File: src/rtl/thr_pkg.sv
package thr_pkg;

   // Field codes accepted on the configuration port
   typedef enum logic [1:0] {
      FLD_PRIO = 2'd0,
      FLD_CPU  = 2'd1,
      FLD_GPU  = 2'd2,
      FLD_RSVD = 2'd3
   } cfg_field_e;

   // GPU skip level codes
   typedef enum logic [1:0] {
      GLVL_NONE = 2'd0,
      GLVL_LOW  = 2'd1,
      GLVL_MED  = 2'd2,
      GLVL_HIGH = 2'd3
   } gpu_lvl_e;

   localparam int LVL_W = 2;

endpackage

File: src/rtl/thr_cfg_bank.sv
module thr_cfg_bank
   import thr_pkg::*;
#(
   parameter int DATA_W   = 8,
   parameter int PRIO_W   = 7,
   parameter int PRIO_MAX = 100,
   parameter int PCT_W    = 7,
   parameter int PCT_MAX  = 100
) (
   input  logic              clk,
   input  logic              rst_n,
   input  logic              wr_en,
   input  logic [1:0]        wr_field,
   input  logic [DATA_W-1:0] wr_data,
   output logic [PRIO_W-1:0] prio_q,
   output logic [PCT_W-1:0]  pct_q,
   output logic [LVL_W-1:0]  lvl_q
);

   logic [PRIO_W-1:0] prio_sat;
   logic [PCT_W-1:0]  pct_sat;

   always_comb begin
      if (int'(wr_data) > PRIO_MAX) prio_sat = PRIO_W'(PRIO_MAX);
      else                          prio_sat = wr_data[PRIO_W-1:0];
      if (int'(wr_data) > PCT_MAX)  pct_sat  = PCT_W'(PCT_MAX);
      else                          pct_sat  = wr_data[PCT_W-1:0];
   end

   always_ff @(posedge clk or negedge rst_n) begin
      if (!rst_n) begin
         prio_q <= '0;
         pct_q  <= '0;
         lvl_q  <= '0;
      end else if (wr_en) begin
         case (cfg_field_e'(wr_field))
            FLD_PRIO: prio_q <= prio_sat;
            FLD_CPU:  pct_q  <= pct_sat;
            FLD_GPU:  lvl_q  <= wr_data[LVL_W-1:0];
            default:  ;
         endcase
      end
   end

   assert_prio_sat_R1: assert property (@(posedge clk) disable iff (!rst_n)
      int'(prio_q) <= PRIO_MAX);

   assert_pct_sat_R4: assert property (@(posedge clk) disable iff (!rst_n)
      int'(pct_q) <= PCT_MAX);

   assert_no_stray_write_R11: assert property (@(posedge clk) disable iff (!rst_n)
      (!wr_en || wr_field == 2'd3) |=> ($stable(prio_q) && $stable(pct_q) && $stable(lvl_q)));

endmodule

File: src/rtl/thr_select.sv
module thr_select
   import thr_pkg::*;
#(
   parameter int NUM_EVT = 3,
   parameter int EVT_W   = 2,
   parameter int PRIO_W  = 7,
   parameter int PCT_W   = 7
) (
   input  logic [NUM_EVT-1:0] req,
   input  logic [PRIO_W-1:0]  prio [NUM_EVT],
   input  logic [PCT_W-1:0]   pct  [NUM_EVT],
   input  logic [LVL_W-1:0]   lvl  [NUM_EVT],
   output logic               sel_hit,
   output logic [EVT_W-1:0]   sel_idx,
   output logic [PCT_W-1:0]   sel_pct,
   output logic [LVL_W-1:0]   sel_lvl
);

   logic [PRIO_W-1:0] best;

   // Ascending scan with a strict compare: a later event must beat the
   // current best outright, so on a tie the lower index is kept. The best
   // value starts at zero, so a zero priority can never win.
   always_comb begin
      best    = '0;
      sel_hit = 1'b0;
      sel_idx = '0;
      sel_pct = '0;
      sel_lvl = '0;
      for (int i = 0; i < NUM_EVT; i++) begin
         if (req[i] && (prio[i] > best)) begin
            best    = prio[i];
            sel_hit = 1'b1;
            sel_idx = EVT_W'(i);
            sel_pct = pct[i];
            sel_lvl = lvl[i];
         end
      end
   end

endmodule

File: src/rtl/thr_out_reg.sv
module thr_out_reg
   import thr_pkg::*;
#(
   parameter int EVT_W   = 2,
   parameter int PCT_W   = 7,
   parameter int PCT_MAX = 100
) (
   input  logic             clk,
   input  logic             rst_n,
   input  logic             d_hit,
   input  logic [EVT_W-1:0] d_idx,
   input  logic [PCT_W-1:0] d_pct,
   input  logic [LVL_W-1:0] d_lvl,
   output logic             q_valid,
   output logic [EVT_W-1:0] q_idx,
   output logic [PCT_W-1:0] q_pct,
   output logic [LVL_W-1:0] q_lvl
);

   always_ff @(posedge clk or negedge rst_n) begin
      if (!rst_n) begin
         q_valid <= 1'b0;
         q_idx   <= '0;
         q_pct   <= '0;
         q_lvl   <= '0;
      end else begin
         q_valid <= d_hit;
         q_idx   <= d_hit ? d_idx : '0;
         q_pct   <= d_hit ? d_pct : '0;
         q_lvl   <= d_hit ? d_lvl : '0;
      end
   end

   assert_idle_zero_R7: assert property (@(posedge clk) disable iff (!rst_n)
      !q_valid |-> (q_idx == '0 && q_pct == '0 && q_lvl == '0));

   assert_out_pct_R4: assert property (@(posedge clk) disable iff (!rst_n)
      int'(q_pct) <= PCT_MAX);

   assert_one_edge_R9: assert property (@(posedge clk) disable iff (!rst_n)
      1'b1 |=> (q_valid == $past(d_hit)));

endmodule

File: src/rtl/thr_arbiter.sv
module thr_arbiter
   import thr_pkg::*;
#(
   parameter int NUM_EVT  = 3,
   parameter int DATA_W   = 8,
   parameter int PRIO_W   = 7,
   parameter int PRIO_MAX = 100,
   parameter int PCT_W    = 7,
   parameter int PCT_MAX  = 100,
   localparam int EVT_W   = (NUM_EVT > 1) ? $clog2(NUM_EVT) : 1
) (
   input  logic               clk,
   input  logic               rst_n,
   input  logic [NUM_EVT-1:0] evt_req,
   input  logic               cfg_we,
   input  logic [EVT_W-1:0]   cfg_evt,
   input  logic [1:0]         cfg_field,
   input  logic [DATA_W-1:0]  cfg_wdata,
   output logic               thr_valid,
   output logic [EVT_W-1:0]   thr_evt,
   output logic [PCT_W-1:0]   thr_cpu_pct,
   output logic [1:0]         thr_gpu_lvl
);

   // Elaboration-time parameter checks
   if (NUM_EVT < 1) begin : g_bad_num
      $error("thr_arbiter: NUM_EVT must be at least 1");
   end
   if (DATA_W < PRIO_W || DATA_W < PCT_W || DATA_W < LVL_W) begin : g_bad_data
      $error("thr_arbiter: DATA_W narrower than a stored field");
   end
   if (PRIO_MAX >= (1 << PRIO_W) || PRIO_MAX < 1) begin : g_bad_prio
      $error("thr_arbiter: PRIO_MAX does not fit PRIO_W");
   end
   if (PCT_MAX >= (1 << PCT_W)) begin : g_bad_pct
      $error("thr_arbiter: PCT_MAX does not fit PCT_W");
   end

   logic [PRIO_W-1:0] prio_a [NUM_EVT];
   logic [PCT_W-1:0]  pct_a  [NUM_EVT];
   logic [LVL_W-1:0]  lvl_a  [NUM_EVT];
   logic [NUM_EVT-1:0] wr_hit;

   for (genvar g = 0; g < NUM_EVT; g++) begin : g_evt
      assign wr_hit[g] = cfg_we && (cfg_evt == EVT_W'(g));

      thr_cfg_bank #(
         .DATA_W   (DATA_W),
         .PRIO_W   (PRIO_W),
         .PRIO_MAX (PRIO_MAX),
         .PCT_W    (PCT_W),
         .PCT_MAX  (PCT_MAX)
      ) u_bank (
         .clk      (clk),
         .rst_n    (rst_n),
         .wr_en    (wr_hit[g]),
         .wr_field (cfg_field),
         .wr_data  (cfg_wdata),
         .prio_q   (prio_a[g]),
         .pct_q    (pct_a[g]),
         .lvl_q    (lvl_a[g])
      );
   end

   logic             s_hit;
   logic [EVT_W-1:0] s_idx;
   logic [PCT_W-1:0] s_pct;
   logic [LVL_W-1:0] s_lvl;

   thr_select #(
      .NUM_EVT (NUM_EVT),
      .EVT_W   (EVT_W),
      .PRIO_W  (PRIO_W),
      .PCT_W   (PCT_W)
   ) u_select (
      .req     (evt_req),
      .prio    (prio_a),
      .pct     (pct_a),
      .lvl     (lvl_a),
      .sel_hit (s_hit),
      .sel_idx (s_idx),
      .sel_pct (s_pct),
      .sel_lvl (s_lvl)
   );

   thr_out_reg #(
      .EVT_W   (EVT_W),
      .PCT_W   (PCT_W),
      .PCT_MAX (PCT_MAX)
   ) u_out (
      .clk     (clk),
      .rst_n   (rst_n),
      .d_hit   (s_hit),
      .d_idx   (s_idx),
      .d_pct   (s_pct),
      .d_lvl   (s_lvl),
      .q_valid (thr_valid),
      .q_idx   (thr_evt),
      .q_pct   (thr_cpu_pct),
      .q_lvl   (thr_gpu_lvl)
   );

   // Registered copy of the requests, kept only for the checks below
   logic [NUM_EVT-1:0] req_q;
   always_ff @(posedge clk or negedge rst_n) begin
      if (!rst_n) req_q <= '0;
      else        req_q <= evt_req;
   end

   assert_no_req_idle_R7: assert property (@(posedge clk) disable iff (!rst_n)
      (evt_req == '0) |=> (!thr_valid && thr_cpu_pct == '0 && thr_gpu_lvl == '0));

   assert_winner_requested_R3: assert property (@(posedge clk) disable iff (!rst_n)
      thr_valid |-> ((req_q >> thr_evt) & NUM_EVT'(1)) != '0);

   assert_evt_in_range_R3: assert property (@(posedge clk) disable iff (!rst_n)
      int'(thr_evt) < NUM_EVT);

endmodule

File: config.mk
export PLATFORM = sky130hd
export DESIGN_NAME = thr_arbiter
export DESIGN_NICKNAME = d
export VERILOG_FILES = /design/src/rtl/thr_pkg.sv /design/src/rtl/thr_cfg_bank.sv /design/src/rtl/thr_select.sv /design/src/rtl/thr_out_reg.sv /design/src/rtl/thr_arbiter.sv
export SDC_FILE = /design/constraint.sdc
export NUM_CORES = 1
export LEC_CHECK = 0
export BUFFER_PORTS_ARGS = -buffer_cell sky130_fd_sc_hd__buf_2
export CORE_MARGIN = 10
export CORE_UTILIZATION = 61
export CTS_BUF_LIST = sky130_fd_sc_hd__clkbuf_8
export DETAILED_ROUTE_END_ITERATION = 8
export PLACE_DENSITY = 0.82
export SYNTH_ARGS = -nofsm -noshare
export SYNTH_HDL_FRONTEND = slang
export SYNTH_SLANG_ARGS = --single-unit
File: constraint.sdc
create_clock -name clk -period 3.95 [get_ports clk]
set_input_delay 0.9875 -clock clk [delete_from_list [all_inputs] [get_ports clk]]
set_output_delay 0.9875 -clock clk [all_outputs]
set_load 0.02 [all_outputs]
==> impl_metrics.py <==
metrics = {
    "global_route": {
        "grt_pass1_wl_um": 10500,
        "grt.total_usage": 0.176,
        "grt_overflow": 0,
        "antenna_found_initial": 0,
        "grt_pass1_vias": 2233,
        "grt_start_max_net_pins": 51,
    },
    "setup_path": {
        "crit_top_cell": "ha_1",
        "endpoint_kind": "flop",
        "critPathKind": "in -> reg",
        "cp_max_fo": 17,
        "path_delay_family": "simple AND/OR/NAND/NOR gates",
        "start_kind": "primary input",
        "cpPeakStageDelay_ns": 0.44,
        "critPathRequiredTime_ns": 4.17,
        "path_buf_inv": 2,
        "slowest_stage": "nor2_2",
        "crit_chain": "buf_2 > nand2_1 > ha_1 > nand4_2 > a21oi_2 > o221ai_4 > buf_12 > nor2_1 > a31oi_1 > ha_1 > nand4_1 > a21oi_1 > nor3_1 > nor2_2 > mux2_2",
        "cp.arrival_ns": 3.87,
    },
    "routing": {
        "drt_iter0_drc": 112,
        "detail-route-antenna-nets": 0,
        "routedWlPerCell_um": 16.0,
        "vias": 2164,
        "drt-total-wl_um": 6170,
        "drc": 0,
        "dr.pass1.iters": 4,
        "via_per_inst": 5.61,
    },
    "synthesis": {
        "ys_warn_count": 0,
        "muxShareOfSynthArea": 0.0965,
        "synth_cell_type_count": 32,
        "synth-xor-area-share": 0,
        "ys_top_cells_by_area": "dfrtp_1 52%, nand2_1 7.1%, o21ai_0 6.6%",
        "yosys.area.top_type_share": 0.519,
        "synth_fa_ha_area_frac": 0.0606,
        "synth_compound_area_frac": 0.130,
        "yosys.area.top_type": "dfrtp_1",
        "postSynthCellCount": 292,
        "synthArstFlopShare": 1.00,
        "yosys_most_used_dff": "dfrtp_1",
        "synth_fp_nets": 324,
        "ys_seq_elements": 60,
        "synth.avg_cell_area_um2": 9.91,
        "syn_area_um2": 2890,
        "synth_edf_count": 0,
        "seq_area_frac_synth": 0.519,
        "synthSimpleGateAreaFrac": 0.152,
        "synth_top_family_by_area": "simple AND/OR/NAND/NOR gates",
    },
    "timing": {
        "maxSlewHeadroom": 0.290,
        "fin_skew_ns": 0.00744,
        "finalSetupViolations": 0,
        "tightest_slew_ns": 1.07,
        "fmax_mhz": 274,
        "period_needed_ns": 3.65,
        "whs_ns": 0.488,
        "rsz0062_at_grt": "false",
        "tns_ns": 0,
        "slew_violations": 0,
        "hold_viol": 0,
        "finalCritPeriodShare": 0.923,
        "worst_slack_ns": 0.302,
    },
    "placement": {
        "gp_congestion": 0.881,
        "dpl.hpwl_um": 4550,
        "dp_slack_ns": -0.349,
        "port_buffers": 29,
        "postPlaceCellArea_um2": 3110,
    },
    "floorplan": {
        "coreArea_um2": 4470,
        "die_x_um": 88.9,
        "rows": 24,
        "initial_core_util": 0.647,
        "ios": 30,
        "die_h_um": 88.9,
        "die_area_um2": 7900,
    },
    "clock_tree": {
        "cts_resized": 0,
        "worstSkewPairLatency_ns": 0.34,
        "cts_sinks": 60,
        "ctsHtreeMaxLevel": 3,
        "post_cts_buffers": 0,
        "cts_hold_buf": 0,
        "cts_tree": "yes",
        "cts_inserted_buffers": 9,
        "ctsLongestPathBuffers": 2,
        "clkSlewWorstSetupHoldPaths_ns": 0.06,
        "clockRootBuffer": "clkbuf_8",
    },
    "layout": {
        "drive_gt1_frac": 0.207,
        "area_growth_pct": 13.6,
        "antenna_cells": 0,
        "nets": 362,
        "utilization": 0.734,
        "finalInstanceArea_um2": 3290,
        "fill_cells": 337,
    },
    "pwr": {
        "p_sw_frac": 0.337,
        "vdd_drop_max_mv": 0.416,
        "cellLeakagePower_nw": 1.60,
        "pwr-share-seq": 0.438,
        "switchingPower_mw": 0.637,
        "combPwrFrac": 0.309,
        "intPower_mw": 1.25,
        "clkPwrFrac": 0.253,
        "powerDensity_nw_per_um2": 575,
    },
    "hold_path": {
        "min_path_type": "reg -> reg",
    },
    "run_status": {
        "status": "finished clean",
    },
    "job": {
        "maxCapViolCount": 0,
    },
}
==> Yosys cell counts (all sizes together) (2+ instances only) <==
master / number
nand4: 2
a21oi: 13
ha: 14
buf: 3
nand3b: 6
nand3: 2
or3: 2
mux2: 15
and2: 3
o21ai: 39
a31oi: 7
o31ai: 2
nor3: 2
dfrtp: 60
nand2b: 2
nand2: 55
mux2i: 11
clkbuf: 6
nor2: 23
inv: 18
==> final cells by class <==
class                           instances  area (um^2)  share of cell area
Clock buffer                           11          151              0.0461
Timing Repair Buffer                   36          210              0.0640
Clock inverter                          4         17.5             0.00533
Tap cell                               52         65.1              0.0198
Sequential cell                        60         1500               0.457
Multi-Input combinational cell        205         1270               0.387
Inverter                               18         67.6              0.0206
==> per-layer routing <==
layer / up-vias / wire [um] / global-route usage
met2: 47 / 2970 / 0.289
met4: 0 / 110 / 0.0705
met5: - / 0 / 0
met3: 11 / 266 / 0.0579
li1: 1077 / - / -
met1: 1029 / 2820 / 0.208
==> stage by stage <==
stage | instances | power [mW]
floorplan | 292 | 1.24
global placement | 371 | 1.39
detailed placement | 371 | 1.42
CTS | 386 | 1.90
global route | 386 | 2.01
finish | 386 | 1.89
==> worst register-to-register path, cell delays in order, from the launching register on <==
cell	delay (ns)
dfrtp_1	0.41
nand2_1	0.08
ha_1	0.31
nand4_2	0.16
a21oi_2	0.18
o221ai_4	0.14
buf_12	0.16
nor2_1	0.10
a31oi_1	0.06
ha_1	0.32
nand4_1	0.14
a21oi_1	0.14
nor3_1	0.08
nor2_2	0.44
mux2_2	0.42
==> power groups by stage <==
stage / logic (mW) / registers, mW / clock network, mW
4_1_cts: 0.590 / 0.828 / 0.480
6_report: 0.583 / 0.828 / 0.479
5_1_grt: 0.660 / 0.842 / 0.513
2_1_floorplan: 0.360 / 0.879 / 0
3_3_place_gp: 0.561 / 0.834 / 0
3_5_place_dp: 0.586 / 0.836 / 0
==> cells in the final DEF (no fill, tap or decap), types with 3 or more instances in the layout <==
master,n
o21ai_0,38
nor2_1,22
ha_1,14
buf_4,6
clkbuf_8,11
nand2_1,55
and2_1,3
a31oi_1,7
buf_2,29
mux2i_1,11
mux2_2,15
a21oi_1,11
nand3b_1,6
inv_1,20
dfrtp_1,60
==> flip-flops by register name, summed over array words and instances (netlist names) <==
name                 count
u_out.q_pct              7
g_evt.u_bank.prio_q     21
g_evt.u_bank.lvl_q       6
u_out.q_valid            1
u_out.q_idx              2
u_out.q_lvl              2
g_evt.u_bank.pct_q      21
==> path summary, 6_finish.rpt <==
kind / start / endpoint / slack [ns] / depth (start not counted)
max: evt_req[0] / u_out.q_pct[6]$_DFF_PN0_ / 0.30 / 15
min: g_evt[0].u_bank.pct_q[4]$_DFFE_PN0P_ / g_evt[0].u_bank.pct_q[4]$_DFFE_PN0P_ / 0.49 / 2
max reg2reg: g_evt[0].u_bank.prio_q[5]$_DFFE_PN0P_ / u_out.q_pct[6]$_DFF_PN0_ / 0.68 / 14
min reg2reg: g_evt[0].u_bank.pct_q[4]$_DFFE_PN0P_ / g_evt[0].u_bank.pct_q[4]$_DFFE_PN0P_ / 0.49 / 2
max in group asynchronous: rst_n / g_evt[1].u_bank.prio_q[3]$_DFFE_PN0P_ / 2.40 / 2
min in group asynchronous: rst_n / g_evt[1].u_bank.lvl_q[1]$_DFFE_PN0P_ / 0.85 / 1
==> cells by family after synthesis <==
kind of cell,after synthesis
and+or+nand+nor,100
AOI/OAI and AO/OA,65
DFF,60
buffers and inverters,27
muxes,26
adders and majority gates,14
No activity file was read; power rests on OpenSTA's default activity.
